**config.mk**
```make
export PLATFORM = sky130hd
export DESIGN_NAME = vcache_top
export DESIGN_NICKNAME = d
export VERILOG_FILES = /design/src/rtl/vcache_pkg.sv /design/src/rtl/vcache_direct.sv /design/src/rtl/vcache_victim.sv /design/src/rtl/vcache_top.sv
export SDC_FILE = /design/constraint.sdc
export NUM_CORES = 2
export LEC_CHECK = 0
export BUFFER_PORTS_ARGS = -buffer_cell sky130_fd_sc_hd__buf_2
export CORE_ASPECT_RATIO = 2
export CORE_MARGIN = 5
export CORE_UTILIZATION = 30
export DETAILED_ROUTE_END_ITERATION = 10
export PLACE_DENSITY = 0.49
export SKIP_CTS_REPAIR_TIMING = 1
export SLEW_MARGIN = 20
export SYNTH_ARGS = -nofsm -noshare
export SYNTH_HDL_FRONTEND = slang
export SYNTH_SLANG_ARGS = --single-unit
```
**constraint.sdc**
```tcl
create_clock -name clk -period 36 [get_ports clk]
set_clock_uncertainty 0.05 [all_clocks]
set_input_delay 10.8 -clock clk [delete_from_list [all_inputs] [get_ports clk]]
set_output_delay 10.8 -clock clk [all_outputs]
set_load 0.02 [all_outputs]
```
**src/rtl/vcache_pkg.sv**
```systemverilog
package vcache_pkg;
  typedef enum logic [1:0] {
    ST_IDLE,
    ST_REQ,
    ST_WAIT
  } vc_state_t;
endpackage

```
**src/rtl/vcache_direct.sv**
```systemverilog
// Direct-mapped line storage: valid bits with reset, tag and data arrays without.
module vcache_direct #(
  parameter int IDX_W  = 4,
  parameter int TAG_W  = 6,
  parameter int LINE_W = 128
) (
  input  logic              clk,
  input  logic              rst,
  input  logic [IDX_W-1:0]  rd_idx,
  output logic              rd_valid,
  output logic [TAG_W-1:0]  rd_tag,
  output logic [LINE_W-1:0] rd_line,
  input  logic              wr_en,
  input  logic [IDX_W-1:0]  wr_idx,
  input  logic [TAG_W-1:0]  wr_tag,
  input  logic [LINE_W-1:0] wr_line
);
  localparam int SETS = 1 << IDX_W;

  logic [SETS-1:0]   valid_q;
  logic [TAG_W-1:0]  tag_mem  [SETS];
  logic [LINE_W-1:0] data_mem [SETS];

  always_ff @(posedge clk) begin
    if (rst) valid_q <= '0;
    else if (wr_en) valid_q[wr_idx] <= 1'b1;
  end

  always_ff @(posedge clk) begin
    if (wr_en) begin
      tag_mem[wr_idx]  <= wr_tag;
      data_mem[wr_idx] <= wr_line;
    end
  end

  assign rd_valid = valid_q[rd_idx];
  assign rd_tag   = tag_mem[rd_idx];
  assign rd_line  = data_mem[rd_idx];
endmodule

```
**src/rtl/vcache_victim.sv**
```systemverilog
// Fully associative victim entries with parallel compare and rotating overwrite.
module vcache_victim #(
  parameter int ENTRIES = 4,
  parameter int LA_W    = 10,
  parameter int LINE_W  = 128,
  parameter int PTR_W   = (ENTRIES > 1) ? $clog2(ENTRIES) : 1
) (
  input  logic              clk,
  input  logic              rst,
  input  logic [LA_W-1:0]   look_la,
  output logic [ENTRIES-1:0] match,
  output logic              hit,
  output logic [PTR_W-1:0]  hit_idx,
  output logic [LINE_W-1:0] hit_line,
  output logic [PTR_W-1:0]  alloc_idx,
  input  logic              wr_en,
  input  logic              wr_alloc,
  input  logic [PTR_W-1:0]  wr_idx,
  input  logic              wr_valid,
  input  logic [LA_W-1:0]   wr_la,
  input  logic [LINE_W-1:0] wr_line
);
  logic [ENTRIES-1:0] valid_q;
  logic [LA_W-1:0]    la_mem   [ENTRIES];
  logic [LINE_W-1:0]  line_mem [ENTRIES];
  logic [PTR_W-1:0]   ptr_q;
  logic               full;

  for (genvar g = 0; g < ENTRIES; g++) begin : g_cmp
    assign match[g] = valid_q[g] && (la_mem[g] == look_la);
  end

  assign hit  = |match;
  assign full = &valid_q;

  always_comb begin
    hit_idx = '0;
    for (int i = ENTRIES - 1; i >= 0; i--)
      if (match[i]) hit_idx = PTR_W'(i);
  end

  assign hit_line = line_mem[hit_idx];

  always_comb begin
    alloc_idx = ptr_q;
    for (int i = ENTRIES - 1; i >= 0; i--)
      if (!valid_q[i]) alloc_idx = PTR_W'(i);
  end

  always_ff @(posedge clk) begin
    if (rst) begin
      valid_q <= '0;
      ptr_q   <= '0;
    end else if (wr_en) begin
      valid_q[wr_idx] <= wr_valid;
      if (wr_alloc && full)
        ptr_q <= (ptr_q == PTR_W'(ENTRIES - 1)) ? '0 : ptr_q + PTR_W'(1);
    end
  end

  always_ff @(posedge clk) begin
    if (wr_en) begin
      la_mem[wr_idx]   <= wr_la;
      line_mem[wr_idx] <= wr_line;
    end
  end
endmodule

```
**src/rtl/vcache_top.sv**
```systemverilog
module vcache_top #(
  parameter int WORD_W         = 32,
  parameter int WORDS_PER_LINE = 4,
  parameter int NUM_SETS       = 16,
  parameter int VICTIM_ENTRIES = 4,
  parameter int ADDR_W         = 12,
  parameter int OFF_W          = $clog2(WORDS_PER_LINE),
  parameter int LA_W           = ADDR_W - OFF_W,
  parameter int LINE_W         = WORD_W * WORDS_PER_LINE
) (
  input  logic              clk,
  input  logic              rst,
  input  logic              req_valid,
  input  logic [ADDR_W-1:0] req_addr,
  output logic              busy,
  output logic              resp_valid,
  output logic              resp_hit,
  output logic [WORD_W-1:0] resp_data,
  output logic              mem_req_valid,
  input  logic              mem_req_ready,
  output logic [LA_W-1:0]   mem_req_addr,
  input  logic              mem_rsp_valid,
  input  logic [LINE_W-1:0] mem_rsp_data
);
  import vcache_pkg::*;

  localparam int IDX_W  = $clog2(NUM_SETS);
  localparam int TAG_W  = LA_W - IDX_W;
  localparam int VPTR_W = (VICTIM_ENTRIES > 1) ? $clog2(VICTIM_ENTRIES) : 1;

  vc_state_t         state_q;
  logic [LA_W-1:0]   miss_la_q;
  logic [OFF_W-1:0]  miss_off_q;
  logic              busy_q, resp_valid_q, resp_hit_q;
  logic [WORD_W-1:0] resp_data_q;

  logic              accept;
  logic [LA_W-1:0]   look_la;
  logic [IDX_W-1:0]  look_idx;
  logic [TAG_W-1:0]  look_tag;
  logic              rd_valid;
  logic [TAG_W-1:0]  rd_tag;
  logic [LINE_W-1:0] rd_line;
  logic              main_hit;
  logic [VICTIM_ENTRIES-1:0] vic_match;
  logic              vic_hit;
  logic [VPTR_W-1:0] vic_hit_idx, vic_alloc_idx;
  logic [LINE_W-1:0] vic_line;
  logic              do_swap, do_fill;

  function automatic logic [WORD_W-1:0] pick_word(input logic [LINE_W-1:0] line,
                                                  input logic [OFF_W-1:0] off);
    return line[32'(off) * WORD_W +: WORD_W];
  endfunction

  assign accept   = req_valid && (state_q == ST_IDLE);
  assign look_la  = (state_q == ST_IDLE) ? req_addr[ADDR_W-1:OFF_W] : miss_la_q;
  assign look_idx = look_la[IDX_W-1:0];
  assign look_tag = look_la[LA_W-1:IDX_W];
  assign main_hit = rd_valid && (rd_tag == look_tag);
  assign do_swap  = accept && !main_hit && vic_hit;
  assign do_fill  = (state_q == ST_WAIT) && mem_rsp_valid;

  vcache_direct #(.IDX_W(IDX_W), .TAG_W(TAG_W), .LINE_W(LINE_W)) u_main (
    .clk      (clk),
    .rst      (rst),
    .rd_idx   (look_idx),
    .rd_valid (rd_valid),
    .rd_tag   (rd_tag),
    .rd_line  (rd_line),
    .wr_en    (do_swap || do_fill),
    .wr_idx   (look_idx),
    .wr_tag   (look_tag),
    .wr_line  (do_swap ? vic_line : mem_rsp_data)
  );

  vcache_victim #(.ENTRIES(VICTIM_ENTRIES), .LA_W(LA_W), .LINE_W(LINE_W),
                  .PTR_W(VPTR_W)) u_victim (
    .clk       (clk),
    .rst       (rst),
    .look_la   (look_la),
    .match     (vic_match),
    .hit       (vic_hit),
    .hit_idx   (vic_hit_idx),
    .hit_line  (vic_line),
    .alloc_idx (vic_alloc_idx),
    .wr_en     (do_swap || (do_fill && rd_valid)),
    .wr_alloc  (do_fill),
    .wr_idx    (do_swap ? vic_hit_idx : vic_alloc_idx),
    .wr_valid  (rd_valid),
    .wr_la     ({rd_tag, look_idx}),
    .wr_line   (rd_line)
  );

  always_ff @(posedge clk) begin
    if (rst) begin
      state_q      <= ST_IDLE;
      busy_q       <= 1'b0;
      resp_valid_q <= 1'b0;
      resp_hit_q   <= 1'b0;
      resp_data_q  <= '0;
      miss_la_q    <= '0;
      miss_off_q   <= '0;
    end else begin
      resp_valid_q <= 1'b0;
      unique case (state_q)
        ST_IDLE: if (accept) begin
          if (main_hit || vic_hit) begin
            resp_valid_q <= 1'b1;
            resp_hit_q   <= 1'b1;
            resp_data_q  <= pick_word(main_hit ? rd_line : vic_line,
                                      req_addr[OFF_W-1:0]);
          end else begin
            state_q    <= ST_REQ;
            busy_q     <= 1'b1;
            miss_la_q  <= look_la;
            miss_off_q <= req_addr[OFF_W-1:0];
          end
        end
        ST_REQ: if (mem_req_ready) state_q <= ST_WAIT;
        ST_WAIT: if (mem_rsp_valid) begin
          state_q      <= ST_IDLE;
          busy_q       <= 1'b0;
          resp_valid_q <= 1'b1;
          resp_hit_q   <= 1'b0;
          resp_data_q  <= pick_word(mem_rsp_data, miss_off_q);
        end
        default: state_q <= ST_IDLE;
      endcase
    end
  end

  assign busy          = busy_q;
  assign resp_valid    = resp_valid_q;
  assign resp_hit      = resp_hit_q;
  assign resp_data     = resp_data_q;
  assign mem_req_valid = (state_q == ST_REQ);
  assign mem_req_addr  = miss_la_q;
endmodule

```
==> results.txt <==
Across all register-to-register paths, the minimum setup slack is 27.84 ns. Clock-pin slew was measured on the worst setup and hold paths at 0.06 ns. The number of different library cells used by synthesis comes to 76.

The tools report the worst hold endpoint as resp_hit. The logs give 53 for the number of antenna violations at the first check in global routing and 0.874 for the final estimated routing congestion in global placement. Global routing used 23.7% of the available met1 tracks. The tools report the number of fill cells as 35000.

The terminus of the critical flop-to-flop path is u_victim.line_mem[2][125]. Global routing consumed, on the met3 layer, 3.81% of the routing resources. The count of buffers added on input and output ports is 190. The actual transition at the worst max-transition pin was 1.13 ns; the gate count of the mapped netlist was 6069.

TritonCTS built the clock tree. The biggest cell delay along the critical path works out to 0.82 ns. Power spread over the standard cell area amounts to 55.1 nW/µm². For the worst-skew pair, the clock arrives at the later sink with an insertion delay of 0.87 ns. The run gives 316 as the number of rows created at floorplan. The tools report the clock tree root driver cell as sky130_fd_sc_hd__clkbuf_16. Of all nets on the critical path, the largest fanout is 93. The deepest level of the CTS H-tree came out at 5. In the final layout, the share of cells above drive strength 1 is 21.9%.

Cells fill 34.4% of the core in the end. The maximum clock frequency is 0.0585 GHz, and the data arrival time of the critical path is 17.51 ns. The area growth from synthesis to layout came out at 14.6%. Setup repair after global routing left no endpoint under its margin. During synthesis, Yosys emitted a total of 0 warnings. The number of clock sinks seen by CTS came out at 2767.

The signal on the critical path passes through buf_2 > a21boi_4 > buf_12 > inv_8 > buf_4 > mux4_2 > and3_1 > or4_4 > xnor2_2 > nand4_1 > o211a_4 > a21oi_1 > nor2_4 > buf_4 > buf_4. The path class of the tightest hold or removal check is flop to flop. The peak supply drop is 40.7 µV. In the routed layout, each cell is associated on average with a via count of 5.17.

Dividing the final minimum period by the clock period gives 47.5%. For this block, the initial DRC count from the detailed router was 5605. Summed over all layers, the routed wires come to 342 mm. For the total count of hold-check failures in the final report, the log shows 0. The tools report the via count of the first global-routing pass as 59900.

The run finished with clean final reports. The critical path start-end classification is input pin to flop. STA classifies the critical path endpoint as a flop. The run gives 282 as the number of buffers created by CTS. The slowest stage of the critical path belongs to the cell sky130_fd_sc_hd__buf_4. The number of routed nets with antenna violations is 0, and the share of async-settable or async-resettable flops after synthesis is 0%.

Number of enable flip-flop cells after synthesis: 2696. 191 I/O pins were placed. The number of cells on the worst reg-to-reg path is 16. Once the floorplan was initialized, standard cells occupied 30.1% of the core.

The layer flagged by global routing as most heavily used is met2. The clock passes through at most 4 buffers. In the global route stage, met2 resource usage came out at 28.2%.

For the wire length of the first global-routing pass, the log shows 475 mm. The pin count of the biggest net entering global routing was 165. The hold path startpoint is resp_hit. In the synthesized netlist the dominant register cell turns out to be sky130_fd_sc_hd__edfxtp_1. The first TritonRoute pass finished after 5 iterations. The final count of pins violating max slew was 0; the detailed placer's ending HPWL was 189 mm. The worst-case headroom to the max-slew limit was 24.1%. The smallest clock period supported by the final layout is computed as 17.10 ns. In this run the critical register-to-register path is launched from state_q[1].

The total DRC errors in the routed layout is 0, and the width of the chip is 440 µm. For the final setup violation count, the log shows 0. The tools report the startpoint kind of the worst setup timing path as an input pin. After routing, the total negative slack on setup checks comes to 0 ns. Measured along the y axis, the die boundary spans 870 µm. For the worst setup path, the data required time is 36.41 ns. In this run the mean area of a mapped cell was 18.3 µm².

The floorplan step defined a core boundary enclosing 369000 µm². For this block, the via count after detailed routing is 59400. Counting every net in the synthesized netlist gives 6215.

The mean routed wirelength per cell was 29.7 µm. The sequential fraction of the synthesis area is 74.2%. Max-cap violations in this run came to 0. The logs give 6491 for the layout net count and 111000 µm² for the synthesized area. Global routing finished with a remaining overflow of 0.

The cell that appears most often on the critical path is sky130_fd_sc_hd__buf_4. Summed over all cells, the static leakage comes to 41.1 nW. Global routing used 17.3% of the available tracks across all layers. The synthesized design contains 2767 register bits. Full die area: 383000 µm². The worst hold path passes through 2 cells.
[how the worst max path moves through the flow]
| stage | from | end | slack (ns) | cells past startpoint |
|---|---|---|---|---|
| 4_1_cts | req_addr[5] | u_victim.line_mem[2][125] | 18.86 | 15 |
| 3_3_place_gp | req_addr[5] | u_victim.line_mem[2][65] | 17.97 | 15 |
| 6_report | req_addr[5] | u_victim.line_mem[2][125] | 18.90 | 15 |
| 2_1_floorplan | req_addr[2] | u_main.data_mem[10][0] | 12.64 | 14 |
| 3_5_place_dp | req_addr[5] | u_victim.line_mem[2][66] | 17.94 | 15 |
| 5_1_grt | req_addr[5] | u_victim.line_mem[0][75] | 18.66 | 15 |
[synth_stat cells, types with 5 or more instances]
master,count,share of area [%]
sky130_fd_sc_hd__edfxtp_1,2696,73
sky130_fd_sc_hd__nand2_1,923,3.1
sky130_fd_sc_hd__mux4_2,548,11
sky130_fd_sc_hd__mux2i_1,405,3.7
sky130_fd_sc_hd__and3_1,198,1.1
sky130_fd_sc_hd__clkbuf_1,171,0.58
sky130_fd_sc_hd__a31oi_1,151,0.85
sky130_fd_sc_hd__buf_2,106,0.48
sky130_fd_sc_hd__o21ai_0,84,0.38
sky130_fd_sc_hd__buf_1,82,0.28
sky130_fd_sc_hd__a211oi_1,71,0.48
sky130_fd_sc_hd__dfxtp_1,71,1.3
sky130_fd_sc_hd__mux2_2,70,0.71
sky130_fd_sc_hd__nand2b_1,67,0.38
sky130_fd_sc_hd__a311oi_1,62,0.49
sky130_fd_sc_hd__nor2_1,46,0.16
sky130_fd_sc_hd__or3_1,35,0.20
sky130_fd_sc_hd__inv_1,33,0.11
sky130_fd_sc_hd__nor3_1,26,0.12
sky130_fd_sc_hd__o22ai_1,21,0.12
sky130_fd_sc_hd__xor2_1,19,0.15
sky130_fd_sc_hd__a21oi_1,18,0.081
sky130_fd_sc_hd__buf_4,18,0.12
sky130_fd_sc_hd__xnor2_1,13,0.10
sky130_fd_sc_hd__nand3_1,11,0.050
sky130_fd_sc_hd__nor4_1,8,0.045
sky130_fd_sc_hd__a221oi_1,7,0.055
sky130_fd_sc_hd__o31ai_1,6,0.041
sky130_fd_sc_hd__a221o_1,5,0.045
sky130_fd_sc_hd__a22oi_1,5,0.034
sky130_fd_sc_hd__o21a_1,5,0.034
[placed cells by master, fill, tap and decap left out, types with 67 or more instances in the layout]
cell type                   synthesis  layout
sky130_fd_sc_hd__buf_2            106     189
sky130_fd_sc_hd__edfxtp_1        2696    2696
sky130_fd_sc_hd__mux2i_1          405     404
sky130_fd_sc_hd__a211oi_1          71      71
sky130_fd_sc_hd__nand2b_1          67      67
sky130_fd_sc_hd__a31oi_1          151     149
sky130_fd_sc_hd__clkbuf_16          0     293
sky130_fd_sc_hd__mux4_2           548     548
sky130_fd_sc_hd__buf_4             18     164
sky130_fd_sc_hd__dfxtp_1           71      69
sky130_fd_sc_hd__mux2_2            70      70
sky130_fd_sc_hd__and3_1           198     196
sky130_fd_sc_hd__nand2_1          923     923
[kinds of logic (layout without fill, tap and decap cells)]
logic type | count (synthesis) | after routing | synth area share, %
simple gates | 1344 | 1344 | 5.41
other cells | 0 | 18 | 0
compound gates | 481 | 481 | 2.98
flops | 2767 | 2767 | 74.2
xor+xnor | 34 | 34 | 0.282
mux | 1024 | 1024 | 15.5
buf+inv | 418 | 901 | 1.62
fa+ha+maj | 1 | 1 | 0.0113
[sequential cells by signal, summed over array words and instances (netlist names)]
register           flops
u_main.data_mem     2048
u_victim.line_mem    512
u_main.tag_mem        96
u_victim.la_mem       40
resp_data             32
u_main.valid_q        16
mem_req_addr          10
u_victim.valid_q       4
miss_off_q             2
state_q                2
u_victim.ptr_q         2
busy                   1
resp_hit               1
resp_valid             1
[area by class of cell]
| type | count | area [µm²] | share of cell area [%] |
|---|---|---|---|
| antenna | 18 | 45.0 | 0.0354 |
| clock buffer | 361 | 7620 | 5.99 |
| clock inverter | 130 | 1160 | 0.909 |
| inverter | 37 | 169 | 0.133 |
| multi-input combinational | 2884 | 27100 | 21.3 |
| sequential | 2767 | 82400 | 64.8 |
| tap | 4929 | 6170 | 4.85 |
| timing repair buffer | 373 | 2570 | 2.02 |
[critical path: cells and delay by family]
| kind | cells | cell delay (ns) |
|---|---|---|
| mux | 1 | 0.41 |
| buf+inv | 6 | 3.15 |
| xor+xnor | 1 | 0.18 |
| compound gates | 3 | 1.10 |
| simple gates | 4 | 1.69 |
[power by group]
part | internal (W) | switching, W | leakage, nW | total, W
registers | 0.00358 | 0.00000613 | 24.8 | 0.00358
clock network | 0.00163 | 0.00123 | 4.29 | 0.00286
logic | 0.000191 | 0.000375 | 12.0 | 0.000566
total | 0.00540 | 0.00161 | 41.1 | 0.00701
[stage by stage]
| step | hold slack [ns] | worst slack, ns | total power (W) | cells | cell area [µm²] |
|---|---|---|---|---|---|
| final | 0.405 | 18.90 | 0.00701 | 11500 | 127000 |
| after global routing | 0.444 | 18.66 | 0.00725 | 11500 | 127000 |
| after CTS | 0.405 | 18.86 | 0.00709 | 11500 | 127000 |
| after detailed placement | 0.396 | 17.94 | 0.00422 | 11000 | 118000 |
| after global placement | 0.396 | 17.97 | 0.00422 | 11000 | 118000 |
| after floorplan | 0.382 | 12.64 | 0.00400 | 6069 | 111000 |
[metal layers]
layer  share of wire [%]  wire, µm
met2                  48    163000
met5               0.050       171
met4                 2.4      8260
met1                  42    143000
met3                 7.8     26600
(Power assumes the default switching activity.)
